**src/rtl/irq_agg_pkg.sv**
```systemverilog
package irq_agg_pkg;
  localparam int unsigned ADDR_W = 8;
  localparam int unsigned DATA_W = 16;
  localparam logic [ADDR_W-1:0] PRIM_ADDR  = 8'h00;
  localparam logic [ADDR_W-1:0] PMASK_ADDR = 8'h01;
  localparam logic [ADDR_W-1:0] FLAG_BASE  = 8'h10;
  localparam logic [ADDR_W-1:0] SMASK_BASE = 8'h20;
  localparam int unsigned POS_W = 4;
endpackage

```
**src/rtl/irq_sec_group.sv**
```systemverilog
module irq_sec_group #(
  parameter int unsigned GRP_W = 8
) (
  input  logic             clk,
  input  logic             rst,
  input  logic [GRP_W-1:0] evt,
  input  logic             clr_we,
  input  logic             msk_we,
  input  logic [GRP_W-1:0] wbits,
  output logic [GRP_W-1:0] flags,
  output logic [GRP_W-1:0] smask,
  output logic             prim
);
  logic [GRP_W-1:0] clr_bits;

  assign clr_bits = clr_we ? wbits : '0;

  // events are OR-ed in after clearing so a colliding strobe survives
  always_ff @(posedge clk) begin
    if (rst) begin
      flags <= '0;
      smask <= '1;
    end else begin
      flags <= (flags & ~clr_bits) | evt;
      if (msk_we) smask <= wbits;
    end
  end

  assign prim = |(flags & ~smask);
endmodule

```
**src/rtl/irq_prim_pin.sv**
```systemverilog
module irq_prim_pin #(
  parameter int unsigned NUM_GRP = 6
) (
  input  logic               clk,
  input  logic               rst,
  input  logic [NUM_GRP-1:0] prim,
  input  logic               pm_we,
  input  logic [NUM_GRP-1:0] pm_wbits,
  output logic [NUM_GRP-1:0] pmask,
  output logic               irq_n
);
  always_ff @(posedge clk) begin
    if (rst) begin
      pmask <= '1;
      irq_n <= 1'b1;
    end else begin
      if (pm_we) pmask <= pm_wbits;
      irq_n <= ~|(prim & ~pmask);
    end
  end
endmodule

```
**src/rtl/irq_read_mux.sv**
```systemverilog
module irq_read_mux
  import irq_agg_pkg::*;
#(
  parameter int unsigned NUM_GRP  = 6,
  parameter int unsigned GRP_W    = 8,
  parameter logic [NUM_GRP*POS_W-1:0] PRIM_POS = 24'h8BCDEF
) (
  input  logic                     clk,
  input  logic                     rst,
  input  logic                     rd_en,
  input  logic [ADDR_W-1:0]        addr,
  input  logic [NUM_GRP-1:0]       prim,
  input  logic [NUM_GRP-1:0]       pmask,
  input  logic [NUM_GRP*GRP_W-1:0] flags_all,
  input  logic [NUM_GRP*GRP_W-1:0] smask_all,
  output logic [DATA_W-1:0]        rdata
);
  logic [DATA_W-1:0] prim_word;
  logic [DATA_W-1:0] pmask_word;
  logic [DATA_W-1:0] nxt;

  always_comb begin
    prim_word  = '0;
    pmask_word = '0;
    for (int g = 0; g < NUM_GRP; g++) begin
      prim_word[PRIM_POS[g*POS_W +: POS_W]]  = prim[g];
      pmask_word[PRIM_POS[g*POS_W +: POS_W]] = pmask[g];
    end
  end

  always_comb begin
    nxt = '0;
    if (addr == PRIM_ADDR)  nxt = prim_word;
    if (addr == PMASK_ADDR) nxt = pmask_word;
    for (int g = 0; g < NUM_GRP; g++) begin
      if (addr == FLAG_BASE + ADDR_W'(g))
        nxt = DATA_W'(flags_all[g*GRP_W +: GRP_W]);
      if (addr == SMASK_BASE + ADDR_W'(g))
        nxt = DATA_W'(smask_all[g*GRP_W +: GRP_W]);
    end
  end

  always_ff @(posedge clk) begin
    if (rst)        rdata <= '0;
    else if (rd_en) rdata <= nxt;
  end
endmodule

```
**src/rtl/irq_aggregator.sv**
```systemverilog
module irq_aggregator
  import irq_agg_pkg::*;
#(
  parameter int unsigned NUM_GRP  = 6,
  parameter int unsigned GRP_W    = 8,
  parameter logic [NUM_GRP*POS_W-1:0] PRIM_POS = 24'h8BCDEF
) (
  input  logic                     clk,
  input  logic                     rst,
  input  logic [NUM_GRP*GRP_W-1:0] evt_i,
  input  logic                     wr_en,
  input  logic                     rd_en,
  input  logic [ADDR_W-1:0]        addr,
  input  logic [DATA_W-1:0]        wdata,
  output logic [DATA_W-1:0]        rdata,
  output logic                     irq_n
);
  logic [NUM_GRP*GRP_W-1:0] flags_all;
  logic [NUM_GRP*GRP_W-1:0] smask_all;
  logic [NUM_GRP-1:0]       prim_vec;
  logic [NUM_GRP-1:0]       pmask_q;
  logic [NUM_GRP-1:0]       pm_wbits;
  logic                     pm_we;
  logic                     unused_wdata;

  assign unused_wdata = ^wdata;
  assign pm_we = wr_en && (addr == PMASK_ADDR);

  always_comb begin
    for (int g = 0; g < NUM_GRP; g++)
      pm_wbits[g] = wdata[PRIM_POS[g*POS_W +: POS_W]];
  end

  for (genvar g = 0; g < NUM_GRP; g++) begin : g_grp
    logic clr_we, msk_we;
    assign clr_we = wr_en && (addr == FLAG_BASE + ADDR_W'(g));
    assign msk_we = wr_en && (addr == SMASK_BASE + ADDR_W'(g));

    irq_sec_group #(.GRP_W(GRP_W)) u_grp (
      .clk    (clk),
      .rst    (rst),
      .evt    (evt_i[g*GRP_W +: GRP_W]),
      .clr_we (clr_we),
      .msk_we (msk_we),
      .wbits  (wdata[GRP_W-1:0]),
      .flags  (flags_all[g*GRP_W +: GRP_W]),
      .smask  (smask_all[g*GRP_W +: GRP_W]),
      .prim   (prim_vec[g])
    );
  end

  irq_prim_pin #(.NUM_GRP(NUM_GRP)) u_pin (
    .clk      (clk),
    .rst      (rst),
    .prim     (prim_vec),
    .pm_we    (pm_we),
    .pm_wbits (pm_wbits),
    .pmask    (pmask_q),
    .irq_n    (irq_n)
  );

  irq_read_mux #(.NUM_GRP(NUM_GRP), .GRP_W(GRP_W), .PRIM_POS(PRIM_POS)) u_rd (
    .clk       (clk),
    .rst       (rst),
    .rd_en     (rd_en),
    .addr      (addr),
    .prim      (prim_vec),
    .pmask     (pmask_q),
    .flags_all (flags_all),
    .smask_all (smask_all),
    .rdata     (rdata)
  );
endmodule

```
**config.mk**
```make
export PLATFORM = sky130hd
export DESIGN_NAME = irq_aggregator
export DESIGN_NICKNAME = d
export VERILOG_FILES = /design/src/rtl/irq_agg_pkg.sv /design/src/rtl/irq_sec_group.sv /design/src/rtl/irq_prim_pin.sv /design/src/rtl/irq_read_mux.sv /design/src/rtl/irq_aggregator.sv
export SDC_FILE = /design/constraint.sdc
export NUM_CORES = 1
export LEC_CHECK = 0
export ABC_AREA = 0
export BUFFER_PORTS_ARGS = -buffer_cell sky130_fd_sc_hd__buf_2
export CAP_MARGIN = 40
export CORE_MARGIN = 2
export CORE_UTILIZATION = 30
export DETAILED_ROUTE_END_ITERATION = 10
export PLACE_DENSITY_LB_ADDON = 0.1
export SLEW_MARGIN = 20
export SYNTH_ARGS = -nofsm -noshare
export SYNTH_HDL_FRONTEND = slang
export SYNTH_SLANG_ARGS = --single-unit
```
**constraint.sdc**
```tcl
create_clock -name clk -period 1.95 [get_ports clk]
set_input_delay 0.195 -clock clk [delete_from_list [all_inputs] [get_ports clk]]
set_output_delay 0.195 -clock clk [all_outputs]
set_load 0.01 [all_outputs]
```
Yosys cells after proc, flatten, opt, wreduce, memory -nomap -nowiden
Cells that the tools add are included.
W data, S select, Z words.

word-level totals
  output and inout bits = 17
  logic and storage cells = 102
  input bits = 76
  register bits = 119

operators by class
  reduce and logical (&&, ||, !) cells = 22
  mux-type cells = 20
  equal/unequal tests = 13
  bitwise logic cells = 32

operators by type and width
  cell                  count
  $mux W16              14
  $and A8 B8 Y8         12
  $not A8 Y8            12
  $eq A8 B5 Y1 const B  6
  $eq A8 B6 Y1 const B  6
  $mux W8               6
  $or A8 B8 Y8          6
  $reduce_or A8 Y1      6
  $logic_and A1 B1 Y1   13
  $eq A8 B1 Y1 const B  1
  $logic_not A8 Y1      1
  $and A6 B6 Y6         1
  $not A6 Y6            1
  $reduce_or A6 Y1      1
  $logic_not A1 Y1      1

Depth between registers and ports, before layout
  word-level depth = 17
  depth in mapped cells = 8
  mapped depth without buffers = 5

Modules after synthesis
From an unflattened synthesis, not the netlist that was laid out.

unflattened totals
  cells, all modules = 758
  area, all modules = 6025.8 sq um

modules (own cells, without submodules)
  module          seq. area each (sq um)  cells an instance  area an instance (sq um)  times used
  irq_sec_group   320.3                   73                 623.1                     6
  irq_read_mux    280.3                   264                1791.7                    1
  irq_prim_pin    140.1                   31                 286.5                     1
  irq_aggregator  0.0                     25                 209.0                     1

Worst setup path after synthesis
OpenSTA, ideal clock, no wires.

  path kind = input to register
  from = in addr[4]
  to = reg g_grp[5].u_grp.smask[0]
  path buffers = 3
  arrival time = 1638 ps
  data required time = 1821 ps
  stages on the path = 7
  path slack = 183 ps
  setup time = 129 ps
  cells stage by stage = or4b_1 -> buf_2 -> or3_1 -> buf_2 -> buf_6 -> o21ai_1 -> nand2_1

on the way
  cells in the longest elaborated chain, start to end = 2

ends and longest elaborated chain
  element               RTL line              text
  from (decl)           irq_aggregator.sv:13  input logic [ADDR_W-1:0] addr,
  $eq A8 B6 Y1          irq_aggregator.sv:37  assign msk_we = wr_en && (addr == SMASK_BASE + ADDR_W'(g));
  $logic_and A1 B1 Y1   irq_aggregator.sv:37
  to (signal assigned)  irq_sec_group.sv:25   if (msk_we) smask <= wbits;
  to (decl)             irq_sec_group.sv:11   output logic [GRP_W-1:0] smask,

No other way between the ends.
A chain may end at the register's enable or synchronous reset.

Worst setup path in the final report
  from = reg g_grp[1].u_grp.flags[5]
  to = reg u_pin.irq_n

on the way
  cells in the longest elaborated chain, start to end = 5

ends and longest elaborated chain
  element                 RTL line             text
  from (decl)             irq_sec_group.sv:10  output logic [GRP_W-1:0] flags,
  from (signal assigned)  irq_sec_group.sv:24  flags <= (flags & ~clr_bits) | evt;
  $and A8 B8 Y8           irq_sec_group.sv:29  assign prim = |(flags & ~smask);
  $reduce_or A8 Y1        irq_sec_group.sv:29
  $and A6 B6 Y6           irq_prim_pin.sv:18   irq_n <= ~|(prim & ~pmask);
  $reduce_or A6 Y1        irq_prim_pin.sv:18
  $logic_not A1 Y1        irq_prim_pin.sv:18
  to (signal assigned)    irq_prim_pin.sv:18
  to (decl)               irq_prim_pin.sv:10   output logic irq_n

No other way between the ends.

==> reports/qor.csv <==
stage,metric,value,unit
logic_synthesis,Synth warnings,0,
routing,via/cell ratio,5.12,
clock_tree,clock-pin slew on the worst setup and hold paths,0.06,ns
final_layout,"Net count, final",1018,
sta,final count of negative-setup-slack endpoints,0,
logic_synthesis,Synth cell types,55,
routing,vias,6239,
placed_design,port buffer count,88,
worst_setup_path,critical path endpoint category,flop,
sta,Final Hold Vio Count,0,
global_routing,global-route wire length before repair,35.0,mm
floorplan,Die Ht,144,um
final_layout,share of post-route cells with drive strength above 1,21.0,%
floorplan,Die Area,20800,um2
logic_synthesis,register area share after synthesis,39.8,%
sta,post-route minimum period,1.81,ns
logic_synthesis,"Primary FF master, synth",dfxtp_1,
floorplan,Initial Utilization,30.4,%
sta,Fin Clk Skew,0.00599,ns
logic_synthesis,cell area after synthesis,5890,um2
routing,drt pass-1 iters,5,
worst_hold_path,worst hold path type,in2reg,
logic_synthesis,syn_area_per_cell,7.64,um2
clock_tree,maximum clock path buffer count,2,
routing,antenna-violating nets left,0,
floorplan,DIE WIDTH,144,um
pwr,maximum vdd drop,0.555,mV
logic_synthesis,top cells by area in the synthesized netlist,"dfxtp_1 (40%), nand2_1 (8.7%), a21oi_1 (5.9%)",
final_layout,Final Instance Area,8150,um2
pwr,Leakage,3.44,nW
placed_design,Cells after DPL,1137,
placed_design,dpl hpwl,16.7,mm
sta,slew margin rel.,57.0,%
run_status,outcome,"finished, final reports clean",
sta,Slew @ Worst Pin,0.629,ns
logic_synthesis,Post-synth EDFFs,0,
final_layout,"non-filler cells, final",1219,
logic_synthesis,most frequently used cell type in the post-synthesis netlist,nand2_1,
placed_design,placed inst area,7050,um2
routing,Iter 0 DRT Violations,363,
global_routing,initial antenna violation count,0,
sta,max-slew violation count,0,
pwr,total power,6.31,mW
logic_synthesis,Synth Area in Simple Gates,25.8,%
placed_design,Final GP Congestion,0.917,
global_routing,Congestion Overflow GR,0,
worst_setup_path,CP Max Fanout,3,
final_layout,n_diodes,0,
clock_tree,CTS Sinks,117,
worst_setup_path,critical path arrival,2.17,ns
clock_tree,CTS tree,yes,
logic_synthesis,post-synth top area share,39.8,%
routing,drt wl/cell,18.6,um
logic_synthesis,XOR/XNOR Fraction of Synth Area,0,%
logic_synthesis,count of state elements after synthesis,117,
worst_setup_path,WS Path Type,reg2reg,
logic_synthesis,most instantiated cells after synthesis,"nand2_1 (137), dfxtp_1 (117), a21oi_1 (70)",
logic_synthesis,post-synthesis adder-cell area fraction,0,%
sta,Fin Setup TNS,0,ns
sta,FMAX,0.553,GHz
global_routing,vias in the first global route,6049,
sta,RSZ-0062 raised after global routing,no,
global_routing,Tot GR Track Use,22.7,%
clock_tree,CTS H-Tree Depth,4,
global_routing,largest net degree at the start of global routing,55,
logic_synthesis,Yosys top cell by area,dfxtp_1,
logic_synthesis,portion of netlist area occupied by mux cells,3.91,%
logic_synthesis,largest family of logic cells by synthesized area,simple AND/OR/NAND/NOR gates,
routing,wire length after detailed routing,22.7,mm
clock_tree,Root Buffer,clkbuf_16,
final_layout,final core utilization,42.0,%
logic_synthesis,Compound-Gate Fraction of Synth Area,23.9,%
floorplan,core area,19400,um2
floorplan,io pins,93,
worst_setup_path,required time of the critical path,2.31,ns
pwr,power per cell area,775,nW/um2
logic_synthesis,post-synthesis async set-or-reset flop share,0,%
worst_setup_path,crit path launch type,flop,
final_layout,P&R area growth vs syn,38.4,%
sta,fin crit share,92.7,%
logic_synthesis,Syn Inst Count,771,
clock_tree,Skew-Pair Late Insertion Delay,0.42,ns
clock_tree,TritonCTS Buffers,17,
routing,number of remaining DRC errors,0,
clock_tree,setup repair bufs after CTS,0,
run,MaxCap Viol Count,0,
floorplan,Rows,51,
[repair_timing]
action	in CTS	in global routing
hold endpoints to repair	51	0
gates resized for setup	0	3
setup endpoints to repair	0	2
hold buffers	51	0
[through the flow]
| step | worst slack [ns] | hold slack [ns] |
|---|---|---|
| 2_1_floorplan | 0.183 | 0.312 |
| 3_3_place_gp | -0.239 | 0.398 |
| 3_5_place_dp | -0.169 | 0.406 |
| 4_1_cts | 0.0219 | 0.000410 |
| 5_1_grt | 0.0476 | 0.0107 |
| 6_report | 0.143 | 0.0143 |
[final cells by class]
type / count / area (um2)
Clock buffer: 20 / 457
Clock inverter: 11 / 133
Fill cell: 2023 / 11200
Inverter: 36 / 135
Multi-Input combinational cell: 560 / 3180
Sequential cell: 117 / 2340
Tap cell: 265 / 332
Timing Repair Buffer: 210 / 1570
[critical path: stages, from the launching register on]
cell and delay (ns):
dfxtp_1 0.34, nor2b_1 0.14, a2111oi_1 0.55, buf_4 0.21, a31oi_1 0.08, nor4_1 0.25, a21o_1 0.18
[final timing paths]
kind / start / to / slack (ns) / cells after the start
worst max-delay path: g_grp[1].u_grp.flags[5] / u_pin.irq_n / 0.14 / 6
worst min-delay path: wdata[8] / u_pin.pmask[5] / 0.01 / 3
worst max register to register: g_grp[1].u_grp.flags[5] / u_pin.irq_n / 0.14 / 6
worst min register to register: u_rd.rdata[11] / u_rd.rdata[11] / 0.46 / 2
[power breakdown]
group / switching [mW] / internal [mW] / leakage, nW
logic: 0.335 / 0.285 / 2.19
clock network: 1.11 / 2.05 / 0.295
registers: 0.0723 / 2.47 / 0.961
total: 1.51 / 4.80 / 3.44
[kinds of logic after synthesis]
logic type | Yosys count
simple gates | 316
compound gates | 219
flops | 117
buf+inv | 95
mux | 23
other cells | 1
[cells in the final DEF (no fill, tap or decap), types with 4 or more instances in the layout]
master and instances:
clkbuf_16 17, nor4_1 8, o211ai_1 14, nand2_1 137, a2111oi_0 8, nand4_1 4
inv_1 35, dfxtp_1 117, a32oi_1 7, nand3_1 25, buf_12 7, o21ai_1 20
a22oi_1 16, mux2i_1 23, nor2b_1 26, buf_2 88, buf_4 64, and2_1 7
nor2_1 69, nand2b_1 4, o21ai_0 20, a31oi_1 13, clkinv_2 7, a21oi_1 70
o32ai_1 7, nor3_1 9, a2bb2oi_1 16, and3_1 5, dlygate4sd3_1 51, o22ai_1 11
[sequential cells by signal, indices dropped and copies added, names as in the netlist]
signal,flops
u_rd.rdata,14
g_grp.u_grp.flags,48
g_grp.u_grp.smask,48
u_pin.irq_n,1
u_pin.pmask,6
[layer usage]
layer	GRT usage, %	share of wire [%]	vias up
li1	-	-	3070
met1	29.6	46	2990
met2	38.2	48	156
met3	4.80	4.8	23
met4	6.13	1.8	0
met5	0	0	-
Note: power is estimated with default switching activity, not from simulation.
